## config.mk

```make
export PLATFORM = sky130hd
export DESIGN_NAME = wdog_keyed
export DESIGN_NICKNAME = d
export VERILOG_FILES = /design/src/rtl/wdog_pkg.sv /design/src/rtl/wdog_prescaler.sv /design/src/rtl/wdog_counter.sv /design/src/rtl/wdog_keyseq.sv /design/src/rtl/wdog_keyed.sv
export SDC_FILE = /design/constraint.sdc
export NUM_CORES = 1
export LEC_CHECK = 0
export ABC_AREA = 1
export ABC_CLOCK_PERIOD_IN_PS = 2400
export BUFFER_PORTS_ARGS = -buffer_cell sky130_fd_sc_hd__buf_2
export CORE_ASPECT_RATIO = 1.2
export CORE_MARGIN = 2
export CORE_UTILIZATION = 30
export DETAILED_ROUTE_END_ITERATION = 12
export PLACE_DENSITY = 0.47
export SLEW_MARGIN = 0
export SYNTH_ARGS = -nofsm -noshare
export SYNTH_HDL_FRONTEND = slang
export SYNTH_SLANG_ARGS = --single-unit
export TNS_END_PERCENT = 1
```

## constraint.sdc

```tcl
create_clock -name clk -period 2.4 [get_ports clk]
set_input_delay 0.36 -clock clk [delete_from_list [all_inputs] [get_ports clk]]
set_output_delay 0.36 -clock clk [all_outputs]
set_load 0.02 [all_outputs]
```

## src/rtl/wdog_pkg.sv

```systemverilog
package wdog_pkg;
  localparam int ADDR_W = 3;
  localparam int DATA_W = 8;
  localparam int TAP_W  = 3;

  localparam logic [ADDR_W-1:0] ADR_CTRL   = 3'd0;
  localparam logic [ADDR_W-1:0] ADR_RELOAD = 3'd1;
  localparam logic [ADDR_W-1:0] ADR_KEY1   = 3'd2;
  localparam logic [ADDR_W-1:0] ADR_KEY2   = 3'd3;
  localparam logic [ADDR_W-1:0] ADR_FLAG   = 3'd4;
  localparam logic [ADDR_W-1:0] ADR_COUNT  = 3'd5;

  typedef struct packed {
    logic             run;
    logic [TAP_W-1:0] tap;
  } wd_ctrl_t;

  typedef enum logic {
    KS_IDLE  = 1'b0,
    KS_ARMED = 1'b1
  } key_state_t;
endpackage

```

## src/rtl/wdog_prescaler.sv

```systemverilog
module wdog_prescaler #(
  parameter int PRESC_W    = 13,
  parameter int TAP_W      = 3,
  parameter int BASE_SHIFT = 5
) (
  input  logic               clk,
  input  logic               rst_n,
  input  logic               tick,
  input  logic               run,
  input  logic               clear,
  input  logic [TAP_W-1:0]   tap_sel,
  output logic [PRESC_W-1:0] presc_q,
  output logic               dec_pulse
);
  localparam int NTAPS = 1 << TAP_W;

  logic [PRESC_W-1:0] presc_d;
  logic [NTAPS-1:0]   tap_full;

  // A tap fires when all bits below it are ones and another tick arrives.
  for (genvar g = 0; g < NTAPS; g++) begin : g_tap
    assign tap_full[g] = &presc_q[BASE_SHIFT+g-1:0];
  end

  assign dec_pulse = tick & run & tap_full[tap_sel];

  always_comb begin
    presc_d = presc_q;
    if (clear) begin
      presc_d = '0;
    end else if (tick && run) begin
      presc_d = presc_q + 1'b1;
    end
  end

  always_ff @(posedge clk or negedge rst_n) begin
    if (!rst_n) presc_q <= '0;
    else        presc_q <= presc_d;
  end
endmodule

```

## src/rtl/wdog_counter.sv

```systemverilog
module wdog_counter #(
  parameter int CNT_W = 8
) (
  input  logic             clk,
  input  logic             rst_n,
  input  logic             dec,
  input  logic             load,
  input  logic [CNT_W-1:0] load_val,
  output logic [CNT_W-1:0] cnt_q,
  output logic             uflow
);
  logic [CNT_W-1:0] cnt_d;
  logic             at_zero;

  assign at_zero = (cnt_q == '0);
  // A feed in the same cycle takes precedence over expiry.
  assign uflow   = dec & ~load & at_zero;

  always_comb begin
    cnt_d = cnt_q;
    if (load) begin
      cnt_d = load_val;
    end else if (dec) begin
      cnt_d = at_zero ? load_val : cnt_q - 1'b1;
    end
  end

  always_ff @(posedge clk or negedge rst_n) begin
    if (!rst_n) cnt_q <= '0;
    else        cnt_q <= cnt_d;
  end
endmodule

```

## src/rtl/wdog_keyseq.sv

```systemverilog
module wdog_keyseq
  import wdog_pkg::*;
#(
  parameter int                ADDR_W  = 3,
  parameter int                DATA_W  = 8,
  parameter logic [DATA_W-1:0] KEY_A   = 8'hA5,
  parameter logic [DATA_W-1:0] KEY_B   = 8'h5A,
  parameter logic [ADDR_W-1:0] ADDR_A  = 3'd2,
  parameter logic [ADDR_W-1:0] ADDR_B  = 3'd3
) (
  input  logic              clk,
  input  logic              rst_n,
  input  logic              wr,
  input  logic              rd,
  input  logic [ADDR_W-1:0] addr,
  input  logic [DATA_W-1:0] wdata,
  output logic              feed_ok,
  output logic              key_fault
);
  key_state_t state_q, state_d;
  logic       first_ok, second_ok;

  assign first_ok  = wr && (addr == ADDR_A) && (wdata == KEY_A);
  assign second_ok = wr && !rd && (addr == ADDR_B) && (wdata == KEY_B);

  always_comb begin
    state_d   = state_q;
    feed_ok   = 1'b0;
    key_fault = 1'b0;
    unique case (state_q)
      KS_IDLE: begin
        if (first_ok) state_d = KS_ARMED;
      end
      KS_ARMED: begin
        if (wr || rd) begin
          state_d = KS_IDLE;
          if (second_ok) feed_ok   = 1'b1;
          else           key_fault = 1'b1;
        end
      end
      default: state_d = KS_IDLE;
    endcase
  end

  always_ff @(posedge clk or negedge rst_n) begin
    if (!rst_n) state_q <= KS_IDLE;
    else        state_q <= state_d;
  end
endmodule

```

## src/rtl/wdog_keyed.sv

```systemverilog
module wdog_keyed
  import wdog_pkg::*;
#(
  parameter int                PRESC_W    = 13,
  parameter int                BASE_SHIFT = 5,
  parameter int                CNT_W      = 8,
  parameter logic [DATA_W-1:0] KEY_A      = 8'hA5,
  parameter logic [DATA_W-1:0] KEY_B      = 8'h5A
) (
  input  logic              clk,
  input  logic              rst_n,
  input  logic              tick,
  input  logic              bus_wr,
  input  logic              bus_rd,
  input  logic [ADDR_W-1:0] bus_addr,
  input  logic [DATA_W-1:0] bus_wdata,
  output logic [DATA_W-1:0] bus_rdata,
  output logic              rst_req,
  output logic              timeout_flag
);
  localparam wd_ctrl_t CTRL_RST = '{run: 1'b1, tap: '1};

  // Reset: asserted asynchronously, released on a clock edge.
  logic [1:0] rsync_q;
  logic       arst_n;

  always_ff @(posedge clk or negedge rst_n) begin
    if (!rst_n) rsync_q <= '0;
    else        rsync_q <= {rsync_q[0], 1'b1};
  end
  assign arst_n = rsync_q[1];

  wd_ctrl_t         ctrl_act_q, ctrl_act_d, ctrl_pend_q, ctrl_pend_d;
  logic [CNT_W-1:0] reload_q, reload_d;
  logic             flag_q, flag_d;
  logic             rst_req_q, rst_req_d;

  logic               feed_ok, key_fault;
  logic               dec_pulse, uflow;
  logic [CNT_W-1:0]   cnt;
  logic [PRESC_W-1:0] presc;
  logic               wr_ctrl, wr_reload, wr_flag;

  wdog_keyseq #(
    .ADDR_W (ADDR_W),
    .DATA_W (DATA_W),
    .KEY_A  (KEY_A),
    .KEY_B  (KEY_B),
    .ADDR_A (ADR_KEY1),
    .ADDR_B (ADR_KEY2)
  ) u_keys (
    .clk       (clk),
    .rst_n     (arst_n),
    .wr        (bus_wr),
    .rd        (bus_rd),
    .addr      (bus_addr),
    .wdata     (bus_wdata),
    .feed_ok   (feed_ok),
    .key_fault (key_fault)
  );

  wdog_prescaler #(
    .PRESC_W    (PRESC_W),
    .TAP_W      (TAP_W),
    .BASE_SHIFT (BASE_SHIFT)
  ) u_presc (
    .clk       (clk),
    .rst_n     (arst_n),
    .tick      (tick),
    .run       (ctrl_act_q.run),
    .clear     (feed_ok | uflow),
    .tap_sel   (ctrl_act_q.tap),
    .presc_q   (presc),
    .dec_pulse (dec_pulse)
  );

  wdog_counter #(
    .CNT_W (CNT_W)
  ) u_cnt (
    .clk      (clk),
    .rst_n    (arst_n),
    .dec      (dec_pulse),
    .load     (feed_ok),
    .load_val (reload_q),
    .cnt_q    (cnt),
    .uflow    (uflow)
  );

  assign wr_ctrl   = bus_wr && (bus_addr == ADR_CTRL);
  assign wr_reload = bus_wr && (bus_addr == ADR_RELOAD);
  assign wr_flag   = bus_wr && (bus_addr == ADR_FLAG) && bus_wdata[0];

  always_comb begin
    ctrl_pend_d = ctrl_pend_q;
    ctrl_act_d  = ctrl_act_q;
    reload_d    = reload_q;
    flag_d      = flag_q;
    if (wr_ctrl) begin
      ctrl_pend_d.run = bus_wdata[TAP_W];
      ctrl_pend_d.tap = bus_wdata[TAP_W-1:0];
    end
    if (feed_ok) ctrl_act_d = ctrl_pend_q;
    if (wr_reload) reload_d = bus_wdata[CNT_W-1:0];
    if (uflow)        flag_d = 1'b1;
    else if (wr_flag) flag_d = 1'b0;
    rst_req_d = uflow | key_fault;
  end

  always_ff @(posedge clk or negedge arst_n) begin
    if (!arst_n) begin
      ctrl_act_q  <= CTRL_RST;
      ctrl_pend_q <= CTRL_RST;
      reload_q    <= '0;
      flag_q      <= 1'b0;
      rst_req_q   <= 1'b0;
    end else begin
      ctrl_act_q  <= ctrl_act_d;
      ctrl_pend_q <= ctrl_pend_d;
      reload_q    <= reload_d;
      flag_q      <= flag_d;
      rst_req_q   <= rst_req_d;
    end
  end

  always_comb begin
    bus_rdata = '0;
    case (bus_addr)
      ADR_CTRL:   bus_rdata[TAP_W:0]   = {ctrl_act_q.run, ctrl_act_q.tap};
      ADR_RELOAD: bus_rdata[CNT_W-1:0] = reload_q;
      ADR_FLAG:   bus_rdata[0]         = flag_q;
      ADR_COUNT:  bus_rdata[CNT_W-1:0] = cnt;
      default:    bus_rdata            = '0;
    endcase
  end

  assign rst_req      = rst_req_q;
  assign timeout_flag = flag_q;
endmodule

```

## Word level (Yosys, flattened, before mapping)

Cells that the tools add are included.

- Output and inout port bits: 10
- Register bits after elaboration: 42
- Input port bits: 16
- Word-level logic and storage cells: 75

- Reductions and logical operators: 25
- $add $sub $neg: 2
- Order comparisons: 1
- Multiplexer cells: 21
- Bitwise operators: 8
- Equal/unequal tests: 7

Operator list:

| kind | count |
|---|---|
| two-way mux 13 bit | 2 |
| two-way mux 8 bit | 3 |
| adder 13 x 1 -> 13 bit (second input constant) | 1 |
| AND reduction 12 bit | 1 |
| two-way mux 1 bit | 11 |
| AND reduction 11 bit | 1 |
| logical AND 1 bit | 10 |
| AND reduction 10 bit | 1 |
| one-hot mux 3 bit (3 select lines) | 1 |
| AND reduction 9 bit | 1 |
| == test 8 x 7 -> 1 bit (second input constant) | 1 |
| == test 8 bit (second input constant) | 1 |
| logical NOT 8 bit | 1 |
| one-hot mux 4 bit (2 select lines) | 1 |
| AND reduction 8 bit | 1 |
| subtractor 8 x 1 -> 8 bit (second input constant) | 1 |
| AND reduction 7 bit | 1 |
| == test 3 x 2 -> 1 bit (second input constant) | 2 |
| == test 3 bit (second input constant) | 2 |
| AND reduction 6 bit | 1 |
| nonzero test 2 bit | 3 |
| AND reduction 5 bit | 1 |
| bitwise AND 1 bit | 4 |
| < comparator 3 x 4 -> 1 bit (second input constant) | 1 |
| other kinds (9) | 11 |

## Logic depth before layout (Yosys ltp)

- Word-level depth: 12
- Depth in mapped cells: 13
- Mapped depth without buffers: 13

## Cells and area by module

A second synthesis with hierarchy kept.

- Cell total of the unflattened synthesis: 376
- Area, all modules: 2,697.6 um^2

By module, submodules not included:

| module | cells an instance | area an instance (um^2) | times used | seq. area each (um^2) |
|---|---|---|---|---|
| wdog_keyed | 115 | 958.4 | 1 | 510.5 |
| wdog_prescaler | 126 | 875.8 | 1 | 325.3 |
| wdog_counter | 94 | 661.9 | 1 | 200.2 |
| wdog_keyseq | 41 | 201.4 | 1 | 25.0 |

## Least setup slack after synthesis

No wires, ideal clock.

- Path type: reg2reg
- Start: register u_presc.presc_q[0]
- End: register u_presc.presc_q[10]
- Data arrival time: 1.473 ns
- Stages on the path, launching flop included: 13
- Path slack: 0.807 ns
- Period minus slack after synthesis: 1.593 ns
- Path buffers: 1
- Library setup time: 0.120 ns
- Required time: 2.280 ns
- Cells stage by stage: dfrtp_1 > ha_1 > nand3_2 > nor2_1 > ha_1 > nor2_1 > nor2_1 > nand2_1 > nand2_1 > nand3_1 > nand2_2 > buf_6 > nor2_1

- Word-level cells in the longest chain between the ends: 8
- Elaborated cells on any way between the ends: 18
- Those cells by class: add/sub (1); mux (4); bitwise (4); reduce/logical (9)

Ends and longest elaborated chain:

| item | RTL line | source |
|---|---|---|
| from (decl) | wdog_prescaler.sv:12 | `output logic [PRESC_W-1:0] presc_q,` |
| from (signal assigned) | wdog_prescaler.sv:38 | `else presc_q <= presc_d;` |
| AND reduction 12 bit (tied with other cells) | wdog_prescaler.sv:22 | `assign tap_full[g] = &presc_q[BASE_SHIFT+g-1:0];` |
| binary-select mux 1 bit (select 3 bit) | wdog_prescaler.sv:25 | `assign dec_pulse = tick & run & tap_full[tap_sel];` |
| two-way mux 1 bit (implied by the code) | wdog_prescaler.sv:25 |  |
| bitwise AND 1 bit | wdog_prescaler.sv:25 |  |
| bitwise AND 1 bit (2 in a row) | wdog_counter.sv:17 | `assign uflow = dec & ~load & at_zero;` |
| bitwise OR 1 bit | wdog_keyed.sv:71 | `.clear (feed_ok \| uflow),` |
| two-way mux 13 bit / nonzero test 2 bit (equally long branches) | - |  |

Parallel ways exist; a longest one is shown, timed or not. The select of a mux whose other input is x is not followed.
A chain may end at the register's enable or synchronous reset.

## Worst setup path after layout

- Start: register u_presc.presc_q[0]
- End: register u_cnt.cnt_q[7]

- Word-level cells in the longest chain between the ends: 5
- Elaborated cells on any way between the ends: 12
- Those cells by class: mux (2); bitwise (1); reduce/logical (9)

Ends and longest elaborated chain:

| item | RTL line | source |
|---|---|---|
| AND reduction 12 bit (tied with other cells) | wdog_prescaler.sv:22 |  |
| binary-select mux 1 bit (select 3 bit) (*) | wdog_prescaler.sv:25 |  |
| two-way mux 1 bit (implied by the code) (*) | wdog_prescaler.sv:25 |  |
| bitwise AND 1 bit (*) | wdog_prescaler.sv:25 |  |
| nonzero test 2 bit (no source line) (*) | - |  |
| to (signal assigned) | wdog_counter.sv:30 | `else cnt_q <= cnt_d;` |
| to (decl) | wdog_counter.sv:9 | `output logic [CNT_W-1:0] cnt_q,` |

Every way passes the cells marked *; elsewhere a longest branch is shown, timed or not. The select of a mux whose other input is x is not followed.

==> results.json <==
{
  "wl_um": 5830,
  "htreeDepth": 2,
  "grt_max_degree": 40,
  "hpwl_um": 4450,
  "clk_latency_ps": 300,
  "portBuffers": 25,
  "hold_path.class": "reg -> async",
  "r2r_setup_slack_ps": 430,
  "synth.ff_latch_count": 41,
  "syn_nets": 344,
  "p_leak_nw": 1.42,
  "cts_tree": "done",
  "synth.area.top_cells": "dfrtp_1, nand2_1, dfstp_2",
  "first_iter_violations": 143,
  "nNetsFinal": 375,
  "synth_top_area_share_pct": 34.6,
  "core_region_area_sq_mm": 0.00771,
  "critical_path_required_ps": 2590,
  "numCtsBuffers": 5,
  "power_density_mw_per_mm2": 507,
  "hold_viol_final": 0,
  "num_vias": 2098,
  "route.detailed.drc": 0,
  "utilization_pct": 35.0,
  "dieArea_sq_mm": 0.00869,
  "ant_nets": 0,
  "insertedDiodeCount": 0,
  "fin_crit_sh_pct": 82.0,
  "r2r-start": "u_presc.presc_q[0]",
  "power.switching_w": 0.000370,
  "path_class": "reg -> reg",
  "fin_crit_ps": 1970,
  "vias_per_cell": 4.69,
  "clockBufferDepth": 2,
  "fmax_ghz": 0.508,
  "internal_power_w": 0.000998,
  "wl_per_cell_um": 13.0,
  "clockPowerShare_pct": 32.6,
  "cts_setup_buffers": 0,
  "critPathLaunchType": "flip-flop",
  "crit_fanout": 11,
  "pwr-share-comb_pct": 10.9,
  "slew_viol_final": 0,
  "setup_viol": 0,
  "arrival_ps": 2160,
  "seq_area_frac_synth_pct": 43.4,
  "p_seq_share_pct": 56.5,
  "grt_remaining_overflow": 0,
  "io_pins": 26,
  "reg2reg_depth": 12,
  "root_buffer": "clkbuf_8",
  "grt_pass1_wl_um": 10400,
  "avgSynthCellArea_sq_um": 7.39,
  "syn_inst": 323,
  "synth.distinct_cells": 27,
  "syn_area_sq_mm": 0.00239,
  "rows": 35,
  "initial_core_util_pct": 31.0,
  "grtUsageTotal_pct": 15.0,
  "timing.rr.end": "u_cnt.cnt_q[7]",
  "swShare_pct": 27.0,
  "area_delta_synth_final_pct": 12.9,
  "hold_ws_ps": 301,
  "routabilityCongestion": 0.759,
  "cap_viol_max_count": 0,
  "fin_skew_ps": 6.97,
  "rsz0062_at_grt": "false",
  "drt-pass1-iter-count": 4,
  "nFillCells": 831,
  "yosys_warnings": 0,
  "end_kind": "flip-flop",
  "die_w_um": 85.5,
  "antenna_found_initial": 0,
  "fp.dieH_um": 102,
  "path_clk_slew_ps": 80,
  "grt_pass1_vias": 2137,
  "yosysTopAreaCell": "dfrtp_1",
  "fin_tns_setup_ps": 0,
  "ir_drop_uv": 209,
  "clock-sinks": 41,
  "status": "completed",
  "drive_gt1_share_pct": 14.6
}
how the worst max path moves through the flow:
stage	startpoint	endpoint	slack [ps]	cells after the start
2_1_floorplan	u_presc.presc_q[0]	u_presc.presc_q[10]	810	12
3_3_place_gp	u_presc.presc_q[0]	u_cnt.cnt_q[7]	500	12
3_5_place_dp	u_presc.presc_q[0]	u_cnt.cnt_q[7]	430	12
4_1_cts	u_presc.presc_q[0]	u_cnt.cnt_q[7]	420	12
5_1_grt	u_presc.presc_q[0]	u_cnt.cnt_q[1]	260	12
6_report	u_presc.presc_q[0]	u_cnt.cnt_q[7]	430	12
metal layers:
layer	up-vias	track usage [%]	wire length, um
met5	-	0	0
met4	0	6.96	146
met3	10	2.20	161
met2	40	22.6	2500
met1	953	21.3	3020
li1	1095	-	-
kinds of logic (layout without fill, tap and decap cells):
family	count (synthesis)	in the layout	synth area share, %
simple gates	193	193	34.7
flops	41	41	43.4
buf+inv	41	73	7.44
compound gates	29	29	6.81
xor+xnor	12	12	4.40
fa+ha+maj	5	5	2.62
other cells	1	1	0.157
mux	1	1	0.471
synth_stat cells (all sizes together):
library cell,number
nor3,7
dfrtp,33
ha,5
conb,1
nor2,35
o211ai,1
nand3b,1
o221ai,2
a21oi,6
dfstp,8
xor2,9
nor4,2
o21ai,19
mux2,1
nand4,6
xnor2,3
inv,37
o2111ai,1
buf,4
nand3,34
nand2,108
registers in the layout (all words and copies together) (netlist names):
name	count
u_presc.presc_q	12
reload_q	8
u_cnt.cnt_q	8
ctrl_act_q	4
ctrl_pend_q	4
rsync_q	2
rst_req	1
timeout_flag	1
u_keys.state_q	1
placed cells by master, fill, tap and decap left out, types with 2 or more instances in the layout:
master and n:
dfrtp_1 33, nor4_1 2, clkbuf_1 2, nor3_1 7, xor2_1 9, xnor2_1 3, nand3_1 32, o21ai_0 16
a21oi_1 5, nand2_1 103, o21ai_1 3, buf_2 25, buf_4 2, nor2_1 32, o221ai_1 2, nor2_2 3
dfstp_2 8, nand4_1 6, nand2_2 5, nand3_2 2, inv_1 37, clkbuf_8 5, ha_1 5
power by group through the flow:
stage	sequential [W]	combinational, W	clock [W]
global placement	0.000783	0.000150	0
floorplan	0.000786	0.0000850	0
CTS	0.000773	0.000151	0.000467
finish	0.000773	0.000149	0.000447
global route	0.000780	0.000177	0.000490
detailed placement	0.000786	0.000149	0
cell type report:
class	count	area [sq um]	area share, %
Clock buffer	7	76.3	2.83
Clock inverter	1	5.00	0.186
Inverter	37	139	5.15
Multi-Input combinational cell	241	1170	43.6
Sequential cell	41	1040	38.4
Tap cell	92	115	4.27
Timing Repair Buffer	28	150	5.57
metrics by stage:
stage / power [W] / setup slack (ps) / instance area [sq um] / std cells
after floorplan: 0.000871 / 807 / 2390 / 323
after global placement: 0.000933 / 499 / 2610 / 438
after detailed placement: 0.000936 / 433 / 2610 / 438
after CTS: 0.00139 / 423 / 2700 / 447
after global routing: 0.00145 / 255 / 2700 / 447
final: 0.00137 / 433 / 2700 / 447
repair_timing:
action                    4_1_cts  5_1_grt
hold endpoints to repair        2        0
gates resized for setup         0        0
hold buffers                    1        0
worst max-delay path, stage by stage, from the launching register on:
cell and delay (ps):
dfrtp_1 410, ha_1 230, nand3_2 110, nor2_1 70, ha_1 180, nor2_1 100, nor2_1 40, nand2_1 60
nand2_1 60, nand2_1 270, nand2_2 180, nand2_1 100, nand2_1 50
(Power assumes the default switching activity.)
